==> src/rtl/cfgp_pkg.sv <==
package cfgp_pkg;
    localparam int ADDR_W     = 6;
    localparam int BYTE_W     = 8;
    localparam int TS_W       = 6;
    localparam int CHAN_N     = 2;
    localparam int IDX_IDLE   = 5;
    localparam int IDX_ALRST  = 4;
    localparam int IDX_CHSEL  = 6;
    localparam int IDX_RSVD   = 7;
    localparam logic [BYTE_W-1:0] CTRL_RESET = 8'h20;

    typedef enum logic [2:0] {
        ST_IDLE,
        ST_ADDR,
        ST_CTRL,
        ST_ITS,
        ST_OTS,
        ST_DONE,
        ST_SKIP
    } cfg_state_e;
endpackage

==> src/rtl/cfg_sync.sv <==
module cfg_sync #(
    parameter int STAGES = 2
) (
    input  logic clk,
    input  logic rst_n,
    input  logic sclk,
    input  logic sdi,
    input  logic cs_n,
    output logic bit_stb,
    output logic bit_val,
    output logic cs_act
);
    logic [STAGES-1:0] sclk_ff;
    logic [STAGES-1:0] sdi_ff;
    logic [STAGES-1:0] csn_ff;
    logic              sclk_last;

    always_ff @(posedge clk or negedge rst_n) begin
        if (!rst_n) begin
            sclk_ff   <= '0;
            sdi_ff    <= '0;
            csn_ff    <= '1;
            sclk_last <= 1'b0;
        end else begin
            sclk_ff   <= {sclk_ff[STAGES-2:0], sclk};
            sdi_ff    <= {sdi_ff[STAGES-2:0], sdi};
            csn_ff    <= {csn_ff[STAGES-2:0], cs_n};
            sclk_last <= sclk_ff[STAGES-1];
        end
    end

    always_comb begin
        cs_act  = ~csn_ff[STAGES-1];
        bit_stb = sclk_ff[STAGES-1] & ~sclk_last & cs_act;
        bit_val = sdi_ff[STAGES-1];
    end
endmodule

==> src/rtl/cfg_shift.sv <==
module cfg_shift #(
    parameter int BYTE_W = 8
) (
    input  logic              clk,
    input  logic              rst_n,
    input  logic              cs_act,
    input  logic              bit_stb,
    input  logic              bit_val,
    output logic              byte_stb,
    output logic [BYTE_W-1:0] byte_val
);
    localparam int CNT_W = $clog2(BYTE_W);
    localparam logic [CNT_W-1:0] LAST = CNT_W'(BYTE_W - 1);

    logic [BYTE_W-1:0] sh;
    logic [CNT_W-1:0]  cnt;
    logic [BYTE_W-1:0] sh_next;

    always_comb sh_next = {bit_val, sh[BYTE_W-1:1]};

    always_ff @(posedge clk or negedge rst_n) begin
        if (!rst_n) begin
            sh       <= '0;
            cnt      <= '0;
            byte_stb <= 1'b0;
            byte_val <= '0;
        end else if (!cs_act) begin
            cnt      <= '0;
            byte_stb <= 1'b0;
        end else if (bit_stb) begin
            sh <= sh_next;
            if (cnt == LAST) begin
                cnt      <= '0;
                byte_stb <= 1'b1;
                byte_val <= sh_next;
            end else begin
                cnt      <= cnt + 1'b1;
                byte_stb <= 1'b0;
            end
        end else begin
            byte_stb <= 1'b0;
        end
    end

    // a byte completes only from bits taken while selected
    a_r1_byte_needs_select: assert property (@(posedge clk) disable iff (!rst_n)
        byte_stb |-> $past(cs_act));

    // a deselect restarts the bit count
    a_r5_restart_count: assert property (@(posedge clk) disable iff (!rst_n)
        !cs_act |=> (cnt == '0) && !byte_stb);
endmodule

==> src/rtl/cfg_fsm.sv <==
module cfg_fsm
    import cfgp_pkg::*;
#(
    parameter int AW = ADDR_W,
    parameter int BW = BYTE_W
) (
    input  logic          clk,
    input  logic          rst_n,
    input  logic          port_en,
    input  logic          cs_act,
    input  logic          byte_stb,
    input  logic [BW-1:0] byte_val,
    input  logic [AW-1:0] strap_addr,
    output logic          busy,
    output logic          wr_ctrl,
    output logic          wr_its,
    output logic          wr_ots,
    output logic          wr_to_x,
    output logic [BW-1:0] wr_data
);
    cfg_state_e state, state_nx;
    logic       chan_x;
    logic       addr_ok;

    always_comb addr_ok = (byte_val[AW-1:0] == strap_addr) && !byte_val[IDX_RSVD];

    always_ff @(posedge clk or negedge rst_n) begin
        if (!rst_n) begin
            state  <= ST_IDLE;
            chan_x <= 1'b0;
        end else begin
            state <= state_nx;
            if (state == ST_ADDR && byte_stb && addr_ok)
                chan_x <= byte_val[IDX_CHSEL];
        end
    end

    always_comb begin
        state_nx = state;
        if (!port_en || !cs_act) begin
            state_nx = ST_IDLE;
        end else begin
            unique case (state)
                ST_IDLE: state_nx = ST_ADDR;
                ST_ADDR: if (byte_stb) state_nx = addr_ok ? ST_CTRL : ST_SKIP;
                ST_CTRL: if (byte_stb) state_nx = ST_ITS;
                ST_ITS:  if (byte_stb) state_nx = ST_OTS;
                ST_OTS:  if (byte_stb) state_nx = ST_DONE;
                ST_DONE: state_nx = ST_DONE;
                ST_SKIP: state_nx = ST_SKIP;
                default: state_nx = ST_IDLE;
            endcase
        end
    end

    always_comb begin
        busy    = 1'b0;
        wr_ctrl = 1'b0;
        wr_its  = 1'b0;
        wr_ots  = 1'b0;
        wr_to_x = chan_x;
        wr_data = byte_val;
        unique case (state)
            ST_CTRL: begin busy = 1'b1; wr_ctrl = byte_stb; end
            ST_ITS:  begin busy = 1'b1; wr_its  = byte_stb; end
            ST_OTS:  begin busy = 1'b1; wr_ots  = byte_stb; end
            ST_DONE: busy = 1'b1;
            default: busy = 1'b0;
        endcase
    end

    // at most one register write per cycle
    a_r4_one_write: assert property (@(posedge clk) disable iff (!rst_n)
        $onehot0({wr_ctrl, wr_its, wr_ots}));

    // busy starts only on a completed address byte
    a_r6_busy_start: assert property (@(posedge clk) disable iff (!rst_n)
        $rose(busy) |-> $past(byte_stb));

    // deselect ends busy
    a_r6_busy_end: assert property (@(posedge clk) disable iff (!rst_n)
        !cs_act |=> !busy);

    // hardware mode keeps the port idle
    a_r9_hw_idle: assert property (@(posedge clk) disable iff (!rst_n)
        !port_en |=> !busy && !wr_ctrl);
endmodule

==> src/rtl/cfg_chan_regs.sv <==
module cfg_chan_regs
    import cfgp_pkg::*;
#(
    parameter int BW = BYTE_W,
    parameter int TW = TS_W
) (
    input  logic          clk,
    input  logic          rst_n,
    input  logic          wr_ctrl,
    input  logic          wr_its,
    input  logic          wr_ots,
    input  logic [BW-1:0] wr_data,
    input  logic          alrst_done,
    output logic [BW-1:0] ctrl,
    output logic [TW-1:0] its,
    output logic [TW-1:0] ots
);
    always_ff @(posedge clk or negedge rst_n) begin
        if (!rst_n) begin
            ctrl <= CTRL_RESET;
            its  <= '0;
            ots  <= '0;
        end else begin
            if (wr_ctrl)
                ctrl <= wr_data;
            else if (alrst_done && ctrl[IDX_ALRST])
                ctrl[IDX_ALRST] <= 1'b0;
            if (wr_its) its <= wr_data[TW-1:0];
            if (wr_ots) ots <= wr_data[TW-1:0];
        end
    end

    // the reset bit drops only on done or a fresh write
    a_r8_alrst_release: assert property (@(posedge clk) disable iff (!rst_n)
        $fell(ctrl[IDX_ALRST]) |-> ($past(alrst_done) || $past(wr_ctrl)));

    // slot registers hold without a write
    a_r4_its_hold: assert property (@(posedge clk) disable iff (!rst_n)
        !wr_its |=> $stable(its));
    a_r4_ots_hold: assert property (@(posedge clk) disable iff (!rst_n)
        !wr_ots |=> $stable(ots));
endmodule

==> src/rtl/cfg_port.sv <==
module cfg_port
    import cfgp_pkg::*;
#(
    parameter int AW     = ADDR_W,
    parameter int BW     = BYTE_W,
    parameter int TW     = TS_W,
    parameter int STAGES = 2
) (
    input  logic          clk,
    input  logic          rst_n,
    input  logic          port_en,
    input  logic          sclk,
    input  logic          sdi,
    input  logic          cs_n,
    input  logic [AW-1:0] strap_addr,
    input  logic          alrst_done_x,
    input  logic          alrst_done_y,
    output logic [BW-1:0] ctrl_x,
    output logic [BW-1:0] ctrl_y,
    output logic [TW-1:0] its_x,
    output logic [TW-1:0] ots_x,
    output logic [TW-1:0] its_y,
    output logic [TW-1:0] ots_y,
    output logic          upd_busy
);
    logic          bit_stb, bit_val, cs_act;
    logic          byte_stb;
    logic [BW-1:0] byte_val;
    logic          wr_ctrl, wr_its, wr_ots, wr_to_x;
    logic [BW-1:0] wr_data;
    logic [CHAN_N-1:0] done_vec;
    logic [BW-1:0] ctrl_q [CHAN_N];
    logic [TW-1:0] its_q  [CHAN_N];
    logic [TW-1:0] ots_q  [CHAN_N];

    cfg_sync #(.STAGES(STAGES)) u_sync (
        .clk(clk), .rst_n(rst_n), .sclk(sclk), .sdi(sdi), .cs_n(cs_n),
        .bit_stb(bit_stb), .bit_val(bit_val), .cs_act(cs_act)
    );

    cfg_shift #(.BYTE_W(BW)) u_shift (
        .clk(clk), .rst_n(rst_n), .cs_act(cs_act), .bit_stb(bit_stb),
        .bit_val(bit_val), .byte_stb(byte_stb), .byte_val(byte_val)
    );

    cfg_fsm #(.AW(AW), .BW(BW)) u_fsm (
        .clk(clk), .rst_n(rst_n), .port_en(port_en), .cs_act(cs_act),
        .byte_stb(byte_stb), .byte_val(byte_val), .strap_addr(strap_addr),
        .busy(upd_busy), .wr_ctrl(wr_ctrl), .wr_its(wr_its), .wr_ots(wr_ots),
        .wr_to_x(wr_to_x), .wr_data(wr_data)
    );

    always_comb done_vec = {alrst_done_x, alrst_done_y};

    for (genvar g = 0; g < CHAN_N; g++) begin : g_chan
        localparam logic IS_X = (g == 1);
        logic sel;
        always_comb sel = (wr_to_x == IS_X);
        cfg_chan_regs #(.BW(BW), .TW(TW)) u_regs (
            .clk(clk), .rst_n(rst_n),
            .wr_ctrl(wr_ctrl && sel), .wr_its(wr_its && sel), .wr_ots(wr_ots && sel),
            .wr_data(wr_data), .alrst_done(done_vec[g]),
            .ctrl(ctrl_q[g]), .its(its_q[g]), .ots(ots_q[g])
        );
    end

    always_comb begin
        ctrl_y = ctrl_q[0];
        ctrl_x = ctrl_q[1];
        its_y  = port_en ? its_q[0] : '0;
        ots_y  = port_en ? ots_q[0] : '0;
        its_x  = port_en ? its_q[1] : '0;
        ots_x  = port_en ? ots_q[1] : '0;
    end

    // control registers leave reset with the idle bit set
    a_r7_reset_idle: assert property (@(posedge clk)
        !rst_n |=> ctrl_x[IDX_IDLE] && ctrl_y[IDX_IDLE]);
endmodule

==> config.mk <==
export PLATFORM = sky130hd
export DESIGN_NAME = cfg_port
export DESIGN_NICKNAME = d
export VERILOG_FILES = /design/src/rtl/cfgp_pkg.sv /design/src/rtl/cfg_sync.sv /design/src/rtl/cfg_shift.sv /design/src/rtl/cfg_fsm.sv /design/src/rtl/cfg_chan_regs.sv /design/src/rtl/cfg_port.sv
export SDC_FILE = /design/constraint.sdc
export NUM_CORES = 1
export LEC_CHECK = 0
export BUFFER_PORTS_ARGS = -buffer_cell sky130_fd_sc_hd__buf_4
export CORE_ASPECT_RATIO = 0.8
export CORE_MARGIN = 5
export CORE_UTILIZATION = 50
export CTS_CLUSTER_SIZE = 40
export DETAILED_ROUTE_END_ITERATION = 6
export PLACE_DENSITY_LB_ADDON = 0.1
export RECOVER_POWER = 50
export SLEW_MARGIN = 15
export SYNTH_ARGS = -nofsm -noshare
export SYNTH_HDL_FRONTEND = slang
export SYNTH_SLANG_ARGS = --single-unit
==> constraint.sdc <==
create_clock -name clk -period 1.6 [get_ports clk]
set_input_delay 0.16 -clock clk [delete_from_list [all_inputs] [get_ports clk]]
set_output_delay 0.16 -clock clk [all_outputs]
set_load 0.1 [all_outputs]
==> results of run 1 <==
-- worst reg2reg max path, cell delays in order (launching register included) --
cell	delay, ns
dfrtp_2	0.47
and2b_2	0.27
nor4b_4	0.21
buf_6	0.17
mux2_2	0.34
-- flip-flops by register name (all words and copies together), names as in the netlist, 3 cells and up --
register	count
g_chan.u_regs.ctrl	16
g_chan.u_regs.its	12
g_chan.u_regs.ots	12
u_shift.byte_val	8
u_shift.sh	7
u_fsm.state	3
u_shift.cnt	3
-- path summary, 6_finish.rpt --
check,slack [ns],cells past startpoint,startpoint,to
hold / removal,0.12,3,alrst_done_y,g_chan[0].u_regs.ctrl[4]
max in group asynchronous,0.35,3,rst_n,g_chan[0].u_regs.ots[0]
setup reg to reg,0.03,4,u_fsm.state[1],g_chan[0].u_regs.ots[4]
setup / recovery,0.03,4,u_fsm.state[1],g_chan[0].u_regs.ots[4]
min in group asynchronous,0.35,2,rst_n,u_fsm.state[2]
hold reg to reg,0.35,0,u_sync.sclk_ff[0],u_sync.sclk_ff[1]
-- what timing repair did --
action                                 CTS  global route
setup buffers                            4             2
setup endpoints to repair               15            24
pin swaps                                1             3
hold buffers                             4             0
resized for setup                        5             7
endpoints found under the hold margin   23             0
-- placed cells by master, fill, tap and decap left out, types with 5 or more instances in the layout --
cell type  instances
xnor2_1            6
and2_1            24
clkbuf_1           5
ha_1               5
mux2_2            55
clkbuf_2          12
clkbuf_8          11
nor2_1             8
buf_4             57
dfrtp_1           64
-- layer usage --
metal | vias to the layer above | routed length [um] | global-route usage
met3 | 6 | 242 | 0.0550
met4 | 0 | 59 | 0.0505
met5 | - | 0 | 0
met1 | 957 | 2950 | 0.233
li1 | 924 | - | -
met2 | 35 | 2870 | 0.264
-- cells in the mapped netlist, drive strengths merged (3+ instances only) --
master  number  area [um2]
a21oi        3        15.0
nor2        11        51.3
dfstp        4         105
buf          3        26.3
mux2        55         619
nand2        3        11.3
xnor2        6        52.6
dfrtp       66        1650
nand2b       4        32.5
o21ai        5        25.0
clkbuf       5        20.0
ha           5        62.6
and2        25         156
-- cell families (layout without fill, tap and decap cells) --
group           Yosys count  in the layout
xor+xnor                  6              6
fa+ha+maj                 5              5
mux                      57             57
buf+inv                  10             99
simple gates             57             57
compound gates           12             12
flops                    70             70
-- power groups by stage --
stage | combinational (uW) | sequential, uW | clock (uW)
final | 216 | 1910 | 1230
after CTS | 227 | 1910 | 1270
after detailed placement | 212 | 1950 | 0
after global placement | 206 | 1950 | 0
after floorplan | 124 | 1930 | 0
after global routing | 242 | 1920 | 1350
-- stage by stage --
stage	cell area (um2)	utilization	hold WS (ns)	power [uW]	setup TNS, ns
4_1_cts	3890	0.662	0.0969	3410	0
3_5_place_dp	3640	0.619	0.0718	2160	-0.256
6_report	3880	0.660	0.115	3360	0
2_1_floorplan	3020	-	-0.136	2050	0
3_3_place_gp	3640	0.619	0.0726	2150	-0.0855
5_1_grt	3880	0.660	0.111	3520	-0.0423
-- area by class of cell --
cell class	count	area share
Sequential cell	70	0.453
Timing Repair Buffer	81	0.156
Inverter	2	0.00193
Multi-Input combinational cell	137	0.319
Clock inverter	1	0.00129
Tap cell	81	0.0261
Clock buffer	15	0.0429
==> results.cfg, run 1 <==
[pwr]
p_int_uw = 2620
p_sw_frac = 0.220
p_per_area_nw_per_um2 = 866
ir_drop_mv = 0.662
leakage_uw = 0.00197
p_comb_frac = 0.064
clkPwrFrac = 0.366
pwr-share-seq = 0.570
p_switching_uw = 739

[run_status]
status = complete, no violations

[synth]
syn_area_per_cell_um2 = 13.9
synth_warnings = 0
ys_ff_latch = 70
synth_area_um2 = 3020
synth-edff-count = 0
synth_cells = 217
synth_compound_area_frac = 0.0236
synth_top_family_by_area = multiplexers
synthAdderAreaFrac = 0.0207
synth-simple-area-share = 0.128
synth_top_flop_cell = dfrtp_1
ys_types = 34
postSynth.asyncResetShare = 1.00
syn_nets = 236
synth_xor_xnor_area_share = 0.0174
synth_mux_area_frac = 0.212
ys_seq_area_frac = 0.581

[detailed_routing]
drtPass1Iterations = 4
drc = 0
wl_per_cell_um = 15.8
ant_nets = 0
vias = 1922
routed_wl_mm = 6.12
drt_iter0_markers = 33
vias_per_cell = 4.97

[grt]
antenna_found_initial = 0
grt_pass1_vias = 2009
grt_overflow = 0
grt_pass1_wl_mm = 10.4
gr-usage-all-layers = 0.171
grt_max_degree = 33

[timing]
fin_crit_sh = 0.982
tightest_slew_ns = 0.569
slew-limit-headroom = 0.620
rsz0062_at_grt = true
fin_crit_ns = 1.57
finalHoldViolations = 0
clock_skew_ns = 0.00997
setup_violations = 0
slew_viol_final = 0
setup_slack_ns = 0.0282
fmax_mhz = 636

[cells_and_area]
multiInputGateArea_um2 = 1240
fillers = 462
areaGrowthSynthToFinish_pct = 28.4
nNetsFinal = 320
drive_gt1_frac = 0.529
num_antenna_cells = 0
layout.cells.non_filler = 387
seq_area_um2 = 1760

[clock_network]
cts_sinks = 70
clk_pin_slew_ns = 0.07
cts_tree = yes
cts_buffers = 9
clock_latency_ns = 0.33
cts_buffer_depth = 2
ctsHtreeMaxLevel = 3
root_buffer = clkbuf_8

[run]
maxCapViolCount = 0

[setup_path]
worstPathCellList = and2b_2, nor4b_4, buf_6, mux2_2
cpMaxStageDelayCell = dfrtp_2
cp-end-kind = register
crit_type = reg2reg
critPathBufInv = 1
critPathMaxFanout = 6
crit_required_ns = 1.81
cp.arrival_ns = 1.78
slowest_delay_ns = 0.47
cp-start-kind = register
critical-path-top-delay-family = simple AND/OR/NAND/NOR gates

[floorplanning]
core.rowCount = 25
die_h_um = 79.5
die-area_um2 = 7710
pin_count = 55
core-area_um2 = 5880
die-width_um = 96.9
start_util = 0.514

[min_path]
hold_path.class = in2reg

[placed_design]
routabilityCongestion = 0.733
hpwl_mm = 4.52
dp_slack_ns = -0.147
dp_cells = 361
numPortBuffers = 54
No activity file was read; power rests on OpenSTA's default activity.
==> inputs of run 2 (changes only) <==
--- a/config.mk
+++ b/config.mk
@@ -8,7 +8,7 @@
 export BUFFER_PORTS_ARGS = -buffer_cell sky130_fd_sc_hd__buf_4
 export CORE_ASPECT_RATIO = 0.8
 export CORE_MARGIN = 5
-export CORE_UTILIZATION = 50
+export CORE_UTILIZATION = 45
 export CTS_CLUSTER_SIZE = 40
 export DETAILED_ROUTE_END_ITERATION = 6
 export PLACE_DENSITY_LB_ADDON = 0.1
==> results.cfg, run 2 (synthesis gave the netlist of run 1 again) <==
[run_status]
status = complete, no violations

[detailed_routing]
drt_iter0_markers = 69
drc = 0
wl_per_cell_um = 16.3
routed_wl_mm = 6.31
ant_nets = 0
vias = 1915
drtPass1Iterations = 4
vias_per_cell = 4.94

[setup_path]
crit_type = reg2out
regToRegSetupSlack_ns = 0.05
cp-start-kind = register
crit_required_ns = 1.44
rr_worst_depth = 4
cp-end-kind = output pin
cp.arrival_ns = 1.39
critPathMaxFanout = 6

[clock_network]
root_buffer = clkbuf_8
ctsHtreeMaxLevel = 3
clock_latency_ns = 0.34
cts_buffer_depth = 2
clk_pin_slew_ns = 0.07
cts_tree = yes
cts_buffers = 9
cts_sinks = 70

[cells_and_area]
layout.cells.non_filler = 388
areaGrowthSynthToFinish_pct = 29.6
nNetsFinal = 319
final_common_cell = dfrtp_1
drive_gt1_frac = 0.539
num_antenna_cells = 0
layout_common_cells = 63 x dfrtp_1, 59 x buf_4, 54 x mux2_2
largest-register = g_chan.u_regs.ctrl
final_core_utilization = 0.605
largest_reg_flops = 16
fillers = 546
largestRegisters = g_chan.u_regs.ctrl: 16 flops, g_chan.u_regs.its: 12 flops, g_chan.u_regs.ots: 12 flops
finalInstanceArea_um2 = 3920

[min_path]
hold_path.class = in2reg
holdPathStages = 3

[pwr]
ir_drop_mv = 0.596
leakage_uw = 0.00197
p_per_area_nw_per_um2 = 882

[run]
maxCapViolCount = 0

[timing]
tns_ns = 0
fmax_mhz = 644
clock_skew_ns = 0.00799
fin_crit_ns = 1.55
whs_ns = 0.0998
tightest_slew_ns = 0.795
rsz0062_at_grt = true
finalHoldViolations = 0
fin_crit_sh = 0.970
slew_viol_final = 0
slew-limit-headroom = 0.470
setup_violations = 0

[grt]
grt_pass1_vias = 2061
gr-usage-all-layers = 0.165
antenna_found_initial = 0
grt_max_degree = 45
grt_pass1_wl_mm = 10.7
grt_overflow = 0

[floorplanning]
die_h_um = 83.3
core-area_um2 = 6470
core.rowCount = 26
pin_count = 55
die-area_um2 = 8470
start_util = 0.467
die-width_um = 102

[placed_design]
placed_area_um2 = 3650
hpwl_mm = 4.52
dp_cells = 365
numPortBuffers = 54
routabilityCongestion = 0.781
[run 2: cell types whose count changed in the layout (fill, tap and decap cells not counted), sizes merged]
cell | before | now
bufinv | 0 | 1
buf | 60 | 65
clkbuf | 32 | 21
clkinvlp | 0 | 1
clkinv | 1 | 3
[run 2: per-stage QoR]
step	setup slack, ns	total power (uW)
finish	0.0476	3450
global route	-0.0339	3620
CTS	0.00403	3500
detailed placement	-0.0513	2160
global placement	0.00637	2160
floorplan	0.00273	2050
[run 2: routing by layer]
metal	routed length, um	global-route usage
met4	49	0.0580
met5	0	0
met3	223	0.0503
met2	3220	0.265
met1	2810	0.211
[run 2: final timing paths]
path,to,from
max in group asynchronous,u_sync.csn_ff[0],rst_n
hold reg to reg,u_sync.sdi_ff[1],u_sync.sdi_ff[0]
hold / removal,g_chan[0].u_regs.ctrl[4],alrst_done_y
setup reg to reg,g_chan[0].u_regs.ctrl[6],u_fsm.state[2]
min in group asynchronous,u_shift.sh[4],rst_n
setup / recovery,upd_busy,u_fsm.state[2]
[run 2: what timing repair did]
item	in CTS	in global routing
endpoints found under the setup margin	10	26
endpoints found under the hold margin	70	0
gates resized for setup	5	12
setup buffers	1	3
pin swaps	0	5
hold buffers	4	0
[run 2: where the power goes]
part	switching, uW	total, uW	internal [uW]
sequential	59.9	1920	1860
clock	617	1320	703
combinational	99.5	215	115
[run 2: worst max-delay path, stage by stage (launching register included)]
cell and delay [ns]:
dfrtp_2 0.44, inv_4 0.07, ha_2 0.35, buf_8 0.20
[run 2: cell type report]
class | instances | area [um2] | share of cell area
clock inverters | 5 | 52.6 | 0.0134
multi-input cells | 137 | 1240 | 0.316
well taps | 84 | 105 | 0.0268
inverters | 2 | 10.0 | 0.00256
flip-flops and latches | 70 | 1760 | 0.450
repair buffers | 80 | 623 | 0.159
clock buffers | 10 | 128 | 0.0326
